--- src/rtl/shf_pkg.sv ---
package shf_pkg;

  // operation select codes
  localparam logic [2:0] OP_SHL  = 3'd0;
  localparam logic [2:0] OP_SHR  = 3'd1;
  localparam logic [2:0] OP_SAR  = 3'd2;
  localparam logic [2:0] OP_SHLC = 3'd3;
  localparam logic [2:0] OP_SHRC = 3'd4;

  // size select codes (3 is treated as full word)
  localparam logic [1:0] SZ_QUARTER = 2'd0;
  localparam logic [1:0] SZ_HALF    = 2'd1;
  localparam logic [1:0] SZ_WORD    = 2'd2;

  // flag bundle, bit 0 carry up to bit 3 zero
  typedef struct packed {
    logic z;
    logic s;
    logic o;
    logic c;
  } shf_flags_t;

  localparam logic [3:0] MASK_FULL   = 4'b1111;
  localparam logic [3:0] MASK_LEGACY = 4'b0001;

endpackage

--- src/rtl/shf_count_mask.sv ---
module shf_count_mask #(
  parameter int DATA_W = 32,
  parameter int CNT_W  = 8,
  parameter int CNT_MW = $clog2(DATA_W)
) (
  input  logic [CNT_W-1:0]  cnt_raw,
  input  logic [1:0]        size_sel,
  output logic [CNT_MW-1:0] cnt_m,
  output logic              cnt_zero
);
  import shf_pkg::*;

  logic [CNT_MW-1:0] keep;

  // count width shrinks by one bit per halving of the operand size
  always_comb begin
    unique case (size_sel)
      SZ_QUARTER: keep = {CNT_MW{1'b1}} >> 2;
      SZ_HALF:    keep = {CNT_MW{1'b1}} >> 1;
      default:    keep = {CNT_MW{1'b1}};
    endcase
    cnt_m    = cnt_raw[CNT_MW-1:0] & keep;
    cnt_zero = (cnt_m == '0);
  end

endmodule

--- src/rtl/shf_lane.sv ---
module shf_lane #(
  parameter int W  = 8,
  parameter int LW = $clog2(W)
) (
  input  logic [W-1:0]  src,
  input  logic [LW-1:0] n,
  input  logic          dir_left,
  input  logic          fill_sign,
  input  logic          ins_carry,
  input  logic          cin,
  output logic [W-1:0]  res,
  output logic          cout
);

  localparam logic [W-1:0] ONES = {W{1'b1}};

  logic          nz;
  logic [LW-1:0] nm1;
  logic [LW-1:0] lidx;
  logic [W-1:0]  left_res;
  logic [W-1:0]  right_res;
  logic [W-1:0]  sign_fill;
  logic [W-1:0]  l_ins;
  logic [W-1:0]  r_ins;

  always_comb begin
    nz   = (n != '0);
    nm1  = n - LW'(1);
    // W is a power of two, so W - n wraps correctly into LW bits
    lidx = LW'(W) - n;

    l_ins     = (ins_carry && nz) ? (W'(cin) << nm1) : '0;
    r_ins     = (ins_carry && nz) ? ({cin, {(W-1){1'b0}}} >> nm1) : '0;
    sign_fill = (fill_sign && src[W-1]) ? ~(ONES >> n) : '0;

    left_res  = (src << n) | l_ins;
    right_res = (src >> n) | sign_fill | r_ins;

    res  = dir_left ? left_res : right_res;
    cout = nz & (dir_left ? src[lidx] : src[nm1]);
  end

endmodule

--- src/rtl/shf_flag_merge.sv ---
module shf_flag_merge #(
  parameter int DATA_W = 32
) (
  input  logic [DATA_W-1:0]   res_ext,
  input  logic [1:0]          size_sel,
  input  logic [DATA_W-1:0]   dst_old,
  input  logic                cout,
  input  logic                full_mode,
  output logic [DATA_W-1:0]   dst_next,
  output shf_pkg::shf_flags_t flg,
  output logic [3:0]          mask
);
  import shf_pkg::*;

  localparam int WQ = DATA_W / 4;
  localparam int WH = DATA_W / 2;

  logic top_bit;

  always_comb begin
    unique case (size_sel)
      SZ_QUARTER: begin
        dst_next = {dst_old[DATA_W-1:WQ], res_ext[WQ-1:0]};
        top_bit  = res_ext[WQ-1];
      end
      SZ_HALF: begin
        dst_next = {dst_old[DATA_W-1:WH], res_ext[WH-1:0]};
        top_bit  = res_ext[WH-1];
      end
      default: begin
        dst_next = res_ext;
        top_bit  = res_ext[DATA_W-1];
      end
    endcase
    // res_ext is zero above the size, so a full compare is a sized compare
    flg.c = cout;
    flg.o = 1'b0;
    flg.s = full_mode & top_bit;
    flg.z = full_mode & (res_ext == '0);
    mask  = full_mode ? MASK_FULL : MASK_LEGACY;
  end

endmodule

--- src/rtl/sized_shifter.sv ---
module sized_shifter #(
  parameter int DATA_W = 32,
  parameter int CNT_W  = 8
) (
  input  logic              clk,
  input  logic              rst,
  input  logic              in_valid,
  input  logic [DATA_W-1:0] src_val,
  input  logic [DATA_W-1:0] dst_old,
  input  logic [CNT_W-1:0]  shamt,
  input  logic [1:0]        size_sel,
  input  logic [2:0]        op_sel,
  input  logic              carry_in,
  input  logic              full_mode,
  output logic              out_valid,
  output logic [DATA_W-1:0] dst_new,
  output logic              flag_c,
  output logic              flag_o,
  output logic              flag_s,
  output logic              flag_z,
  output logic [3:0]        flag_wr_mask
);
  import shf_pkg::*;

  localparam int CNT_MW  = $clog2(DATA_W);
  localparam int N_LANES = 3;
  localparam int WQ      = DATA_W / 4;
  localparam int WH      = DATA_W / 2;

  // ---------------- count masking ----------------
  logic [CNT_MW-1:0] cnt_m;
  logic              cnt_zero;

  shf_count_mask #(
    .DATA_W (DATA_W),
    .CNT_W  (CNT_W),
    .CNT_MW (CNT_MW)
  ) u_cnt (
    .cnt_raw  (shamt),
    .size_sel (size_sel),
    .cnt_m    (cnt_m),
    .cnt_zero (cnt_zero)
  );

  // ---------------- operation decode ----------------
  logic dir_left, fill_sign, ins_carry;

  always_comb begin
    fill_sign = (op_sel == OP_SAR);
    ins_carry = (op_sel == OP_SHLC) || (op_sel == OP_SHRC);
    dir_left  = !((op_sel == OP_SHR) || (op_sel == OP_SAR) || (op_sel == OP_SHRC));
  end

  // ---------------- one lane per size ----------------
  logic [DATA_W-1:0] lane_res  [N_LANES];
  logic              lane_cout [N_LANES];

  for (genvar g = 0; g < N_LANES; g++) begin : g_lane
    localparam int LW_G = CNT_MW - 2 + g;
    localparam int W_G  = 1 << LW_G;
    logic [W_G-1:0] res_l;
    logic           cout_l;

    shf_lane #(
      .W  (W_G),
      .LW (LW_G)
    ) u_lane (
      .src       (src_val[W_G-1:0]),
      .n         (cnt_m[LW_G-1:0]),
      .dir_left  (dir_left),
      .fill_sign (fill_sign),
      .ins_carry (ins_carry),
      .cin       (carry_in),
      .res       (res_l),
      .cout      (cout_l)
    );

    assign lane_res[g]  = DATA_W'(res_l);
    assign lane_cout[g] = cout_l;
  end

  logic [DATA_W-1:0] res_sel;
  logic              cout_sel;

  always_comb begin
    unique case (size_sel)
      SZ_QUARTER: begin res_sel = lane_res[0]; cout_sel = lane_cout[0]; end
      SZ_HALF:    begin res_sel = lane_res[1]; cout_sel = lane_cout[1]; end
      default:    begin res_sel = lane_res[2]; cout_sel = lane_cout[2]; end
    endcase
  end

  // ---------------- merge and flags ----------------
  logic [DATA_W-1:0] dst_next;
  shf_flags_t        flg_next;
  logic [3:0]        mask_next;

  shf_flag_merge #(
    .DATA_W (DATA_W)
  ) u_merge (
    .res_ext   (res_sel),
    .size_sel  (size_sel),
    .dst_old   (dst_old),
    .cout      (cout_sel),
    .full_mode (full_mode),
    .dst_next  (dst_next),
    .flg       (flg_next),
    .mask      (mask_next)
  );

  // ---------------- output register ----------------
  always_ff @(posedge clk) begin
    if (rst) begin
      out_valid    <= 1'b0;
      dst_new      <= '0;
      flag_c       <= 1'b0;
      flag_o       <= 1'b0;
      flag_s       <= 1'b0;
      flag_z       <= 1'b0;
      flag_wr_mask <= '0;
    end else begin
      out_valid <= in_valid;
      if (in_valid) begin
        dst_new      <= dst_next;
        flag_c       <= flg_next.c;
        flag_o       <= flg_next.o;
        flag_s       <= flg_next.s;
        flag_z       <= flg_next.z;
        flag_wr_mask <= mask_next;
      end
    end
  end

  // ---------------- assertions ----------------
  a_r10_valid_follows: assert property (@(posedge clk) disable iff (rst)
    in_valid |=> out_valid);

  a_r10_idle_follows: assert property (@(posedge clk) disable iff (rst)
    !in_valid |=> !out_valid);

  a_r8_mask_policy: assert property (@(posedge clk) disable iff (rst)
    out_valid |-> (flag_wr_mask == ($past(full_mode) ? MASK_FULL : MASK_LEGACY)));

  a_r8_legacy_quiet: assert property (@(posedge clk) disable iff (rst)
    (out_valid && !$past(full_mode)) |-> (!flag_s && !flag_z));

  a_r7_no_overflow: assert property (@(posedge clk) disable iff (rst)
    out_valid |-> !flag_o);

  a_r7_sign_word: assert property (@(posedge clk) disable iff (rst)
    (out_valid && $past(full_mode) && $past(size_sel[1])) |-> (flag_s == dst_new[DATA_W-1]));

  a_r5_zero_count_no_carry: assert property (@(posedge clk) disable iff (rst)
    (out_valid && $past(cnt_zero)) |-> !flag_c);

  a_r6_zero_count_pass: assert property (@(posedge clk) disable iff (rst)
    (out_valid && $past(cnt_zero) && $past(size_sel[1])) |-> (dst_new == $past(src_val)));

  a_r9_upper_quarter: assert property (@(posedge clk) disable iff (rst)
    (out_valid && $past(size_sel) == SZ_QUARTER) |->
      (dst_new[DATA_W-1:WQ] == $past(dst_old[DATA_W-1:WQ])));

  a_r9_upper_half: assert property (@(posedge clk) disable iff (rst)
    (out_valid && $past(size_sel) == SZ_HALF) |->
      (dst_new[DATA_W-1:WH] == $past(dst_old[DATA_W-1:WH])));

endmodule

--- config.mk ---
export PLATFORM = sky130hd
export DESIGN_NAME = sized_shifter
export DESIGN_NICKNAME = d
export VERILOG_FILES = /design/src/rtl/shf_pkg.sv /design/src/rtl/shf_count_mask.sv /design/src/rtl/shf_lane.sv /design/src/rtl/shf_flag_merge.sv /design/src/rtl/sized_shifter.sv
export SDC_FILE = /design/constraint.sdc
export NUM_CORES = 1
export LEC_CHECK = 0
export BUFFER_PORTS_ARGS = -buffer_cell sky130_fd_sc_hd__clkbuf_2
export CORE_MARGIN = 2
export CORE_UTILIZATION = 40
export CTS_BUF_LIST = sky130_fd_sc_hd__clkbuf_4
export DETAILED_ROUTE_END_ITERATION = 12
export GPL_TIMING_DRIVEN = 0
export HOLD_SLACK_MARGIN = 0.12
export PLACE_DENSITY = 0.63
export SYNTH_ARGS = -nofsm -noshare
export SYNTH_HDL_FRONTEND = slang
export SYNTH_SLANG_ARGS = --single-unit
--- constraint.sdc ---
create_clock -name clk -period 3.3 [get_ports clk]
set_input_delay 0.165 -clock clk [delete_from_list [all_inputs] [get_ports clk]]
set_output_delay 0.165 -clock clk [all_outputs]
set_load 0.05 [all_outputs]
==> results.tsv <==
stage	metric	value	unit
run_status	status	finished with violations	
run_status	violations	setup timing	
timing	finalCriticalPeriod	3430	ps
cells_and_area	n_fill_cell	2080	
clock_tree	cts_tree	done	
cells_and_area	final_cell_mix	clkbuf_2 (116), nor2_1 (109), nand2_1 (104)	
synth	syn_inst	1163	
synth	synth.avg_cell_area	7.37	sq um
die	ioPinCount	123	
die	fp-row-count	53	
timing	setup_viol	3	
worst_setup_path	crit_fanout	10	
cells_and_area	area_growth	29.6	%
clock_tree	clk_path_buf_depth	2	
placement	dp.final_hpwl	48.3	mm
worst_setup_path	end_kind	flop	
clock_tree	insertion_delay	360	ps
timing	fmax	0.291	GHz
routing	firstDrtPassIters	7	
global_routing	track_usage	54.6	%
worst_setup_path	r2r_slack	2530	ps
cells_and_area	mostFrequentLayoutCell	clkbuf_2	
worst_setup_path	reg2reg_from	flag_z$_SDFFE_PP0P_	
clock_tree	clock-sinks	38	
clock_tree	numCtsBuffers	5	
routing	wl_per_cell	39.1	um
global_routing	antenna_found_initial	1	
global_routing	grt_max_degree	14	
timing	fin_worst_skew	0	ps
routing	vias	12800	
cells_and_area	nets	1434	
synth	yosys-top-cells-area	mux4_2 (12%), dfxtp_1 (8.9%), mux2i_1 (7.1%), mux2_2 (5.5%), nor2_1 (5.2%)	
worst_hold_path	holdPathEnd	dst_new[12]$_SDFFE_PP0P_	
cells_and_area	drive_gt1_share	33.3	%
synth	yosysWarnings	0	
pwr	p_leak	4.08	nW
die	core	21000	sq um
synth	seq_area_frac_synth	8.88	%
timing	tightest_slew	1200	ps
pwr	cellPowerDensity	299	nW/um^2
synth	ys_async_sr_fraction	0	%
timing	grt_setup_unrepaired	yes	
routing	viasPerCell	7.87	
worst_setup_path	arrival	3740	ps
placement	portBuffers	100	
worst_hold_path	min_path_cells	3	
timing	hold_slack	128	ps
job	maxCapViolCount	0	
timing	period_share	104	%
timing	fin_tns_setup	-219	ps
timing	max-slew-margin-rel	18.7	%
placement	place.gp.congestion	1.17	
worst_setup_path	r2r_end	flag_z$_SDFFE_PP0P_	
timing	drv_slew	0	
synth	yosysUniqueCellTypes	85	
die	die_height	150	um
worst_setup_path	reg2reg_depth	2	
synth	ys_ff_latch	38	
die	die_width	150	um
die	dieArea	22600	sq um
routing	routed_wl	63.5	mm
synth	synthesis.nets	1252	
routing	drc	0	
routing	antenna_left	0	
clock_tree	htree_num_levels	2	
placement	dp.cells	1541	
clock_tree	clk_pin_slew	130	ps
worst_hold_path	hp-class	in2reg	
die	start_util	40.7	%
synth	yosys.area.top_type	mux4_2	
cells_and_area	post-route-util	52.8	%
worst_hold_path	worstHoldStart	dst_old[12]	
synth	ys.flop_type	dfxtp_1	
timing	worst_slack	-133	ps
worst_setup_path	cp.required	3610	ps
pwr	vdd_drop_max	0.143	mV
worst_setup_path	worstSetupStartpointType	input port	
global_routing	overflow	0	
clock_tree	clockRootBuffer	clkbuf_4	
worst_setup_path	crit_type	in2reg	
cells_and_area	finalNonFillerCells	1623	
global_routing	grt_pass1_vias	11800	
synth	synth_top_area_share	12.1	%
timing	hold_viol	0	
routing	drt-initial-drc-count	1950	
global_routing	grt_pass1_wl	86.9	mm
placement	dp_slack	-2690	ps
synth	synth_edf_count	0	
synth	netlist_area	8570	sq um
-- worst max-delay path, stage by stage --
cell	delay, ps
clkbuf_2	100
buf_2	240
nand4bb_1	260
clkbuf_1	640
nor2_1	350
a21oi_1	330
o22ai_4	120
nor4b_4	690
o22ai_2	180
nand4b_1	240
nor4_2	240
a31o_1	170
-- cell usage after synthesis (9+ instances only) --
cell and number:
nand3_1 27, a311oi_1 19, o221ai_1 24, mux2i_1 61
inv_1 9, a31oi_1 19, a221oi_1 11, nor4_1 11
a211oi_1 54, dfxtp_1 38, nand2_1 105, buf_2 31
buf_4 13, nor2_1 118, o21ai_0 61, nor3_1 27
o211ai_1 23, o22ai_1 33, a2111oi_0 10, clkbuf_1 87
mux4_2 46, a22oi_1 10, nand2b_1 11, a21oi_1 88
mux2_2 42, nor2b_1 11
-- state kept, by name (all words and copies together) (netlist names) --
| register | count |
|---|---|
| flag_wr_mask | 2 |
| flag_z | 1 |
| flag_c | 1 |
| dst_new | 32 |
| out_valid | 1 |
| flag_s | 1 |
-- through the flow --
| step | area (sq um) | total power [mW] |
|---|---|---|
| 2_1_floorplan | 8590 | 1.71 |
| 3_3_place_gp | 9440 | 2.49 |
| 3_5_place_dp | 9490 | 2.49 |
| 4_1_cts | 10600 | 3.06 |
| 5_1_grt | 11100 | 3.34 |
| 6_report | 11100 | 3.32 |
-- report_power, final --
part           total, mW  switching, mW  internal [mW]
Clock              0.405          0.168          0.237
Combinational       2.40           1.64          0.767
Sequential         0.515         0.0197          0.495
Total               3.32           1.82           1.50
-- timing repair --
| action | in CTS | in global routing |
|---|---|---|
| setup endpoints to repair | 35 | 11 |
| buffers inserted | 27 | 33 |
| pin swaps | 22 | 21 |
| gates cloned | 0 | 1 |
| resized for setup | 145 | 100 |
| hold buffers | 15 | 0 |
| endpoints found under the hold margin | 15 | 0 |
-- cells by family after synthesis --
family          synth area share, %
compound gates                 35.1
xor+xnor                      0.307
fa+ha+maj                      1.02
buf+inv                        8.06
flops                          8.88
mux                            25.7
other cells                  0.0438
simple gates                   20.9
-- worst max-delay path by stage --
| stage | startpoint | end | cells after the start |
|---|---|---|---|
| final | op_sel[0] | flag_z$_SDFFE_PP0P_ | 12 |
| after floorplan | shamt[1] | flag_z$_SDFFE_PP0P_ | 17 |
| after CTS | shamt[1] | flag_z$_SDFFE_PP0P_ | 18 |
| after global placement | shamt[3] | flag_z$_SDFFE_PP0P_ | 17 |
| after global routing | shamt[2] | flag_z$_SDFFE_PP0P_ | 13 |
| after detailed placement | shamt[3] | flag_z$_SDFFE_PP0P_ | 17 |
-- final cells by class --
type | instances | area, sq um | area share [%]
Inverter | 12 | 67.6 | 0.609
Sequential cell | 38 | 761 | 6.85
Clock buffer | 5 | 37.5 | 0.338
Tap cell | 275 | 344 | 3.10
Timing Repair Buffer | 179 | 1170 | 10.6
Buffer | 138 | 857 | 7.72
Clock inverter | 3 | 68.8 | 0.620
Antenna cell | 2 | 5.00 | 0.0451
Multi-Input combinational cell | 971 | 7790 | 70.2
-- metal layers --
metal / part of all wire (%) / vias up / GRT usage [%]
met3: 16 / 473 / 23.9
li1: - / 4962 / -
met1: 34 / 5906 / 62.6
met2: 39 / 1427 / 76.8
met4: 12 / 2 / 47.8
met5: 0.020 / - / 0
No activity file was read; power rests on OpenSTA's default activity.
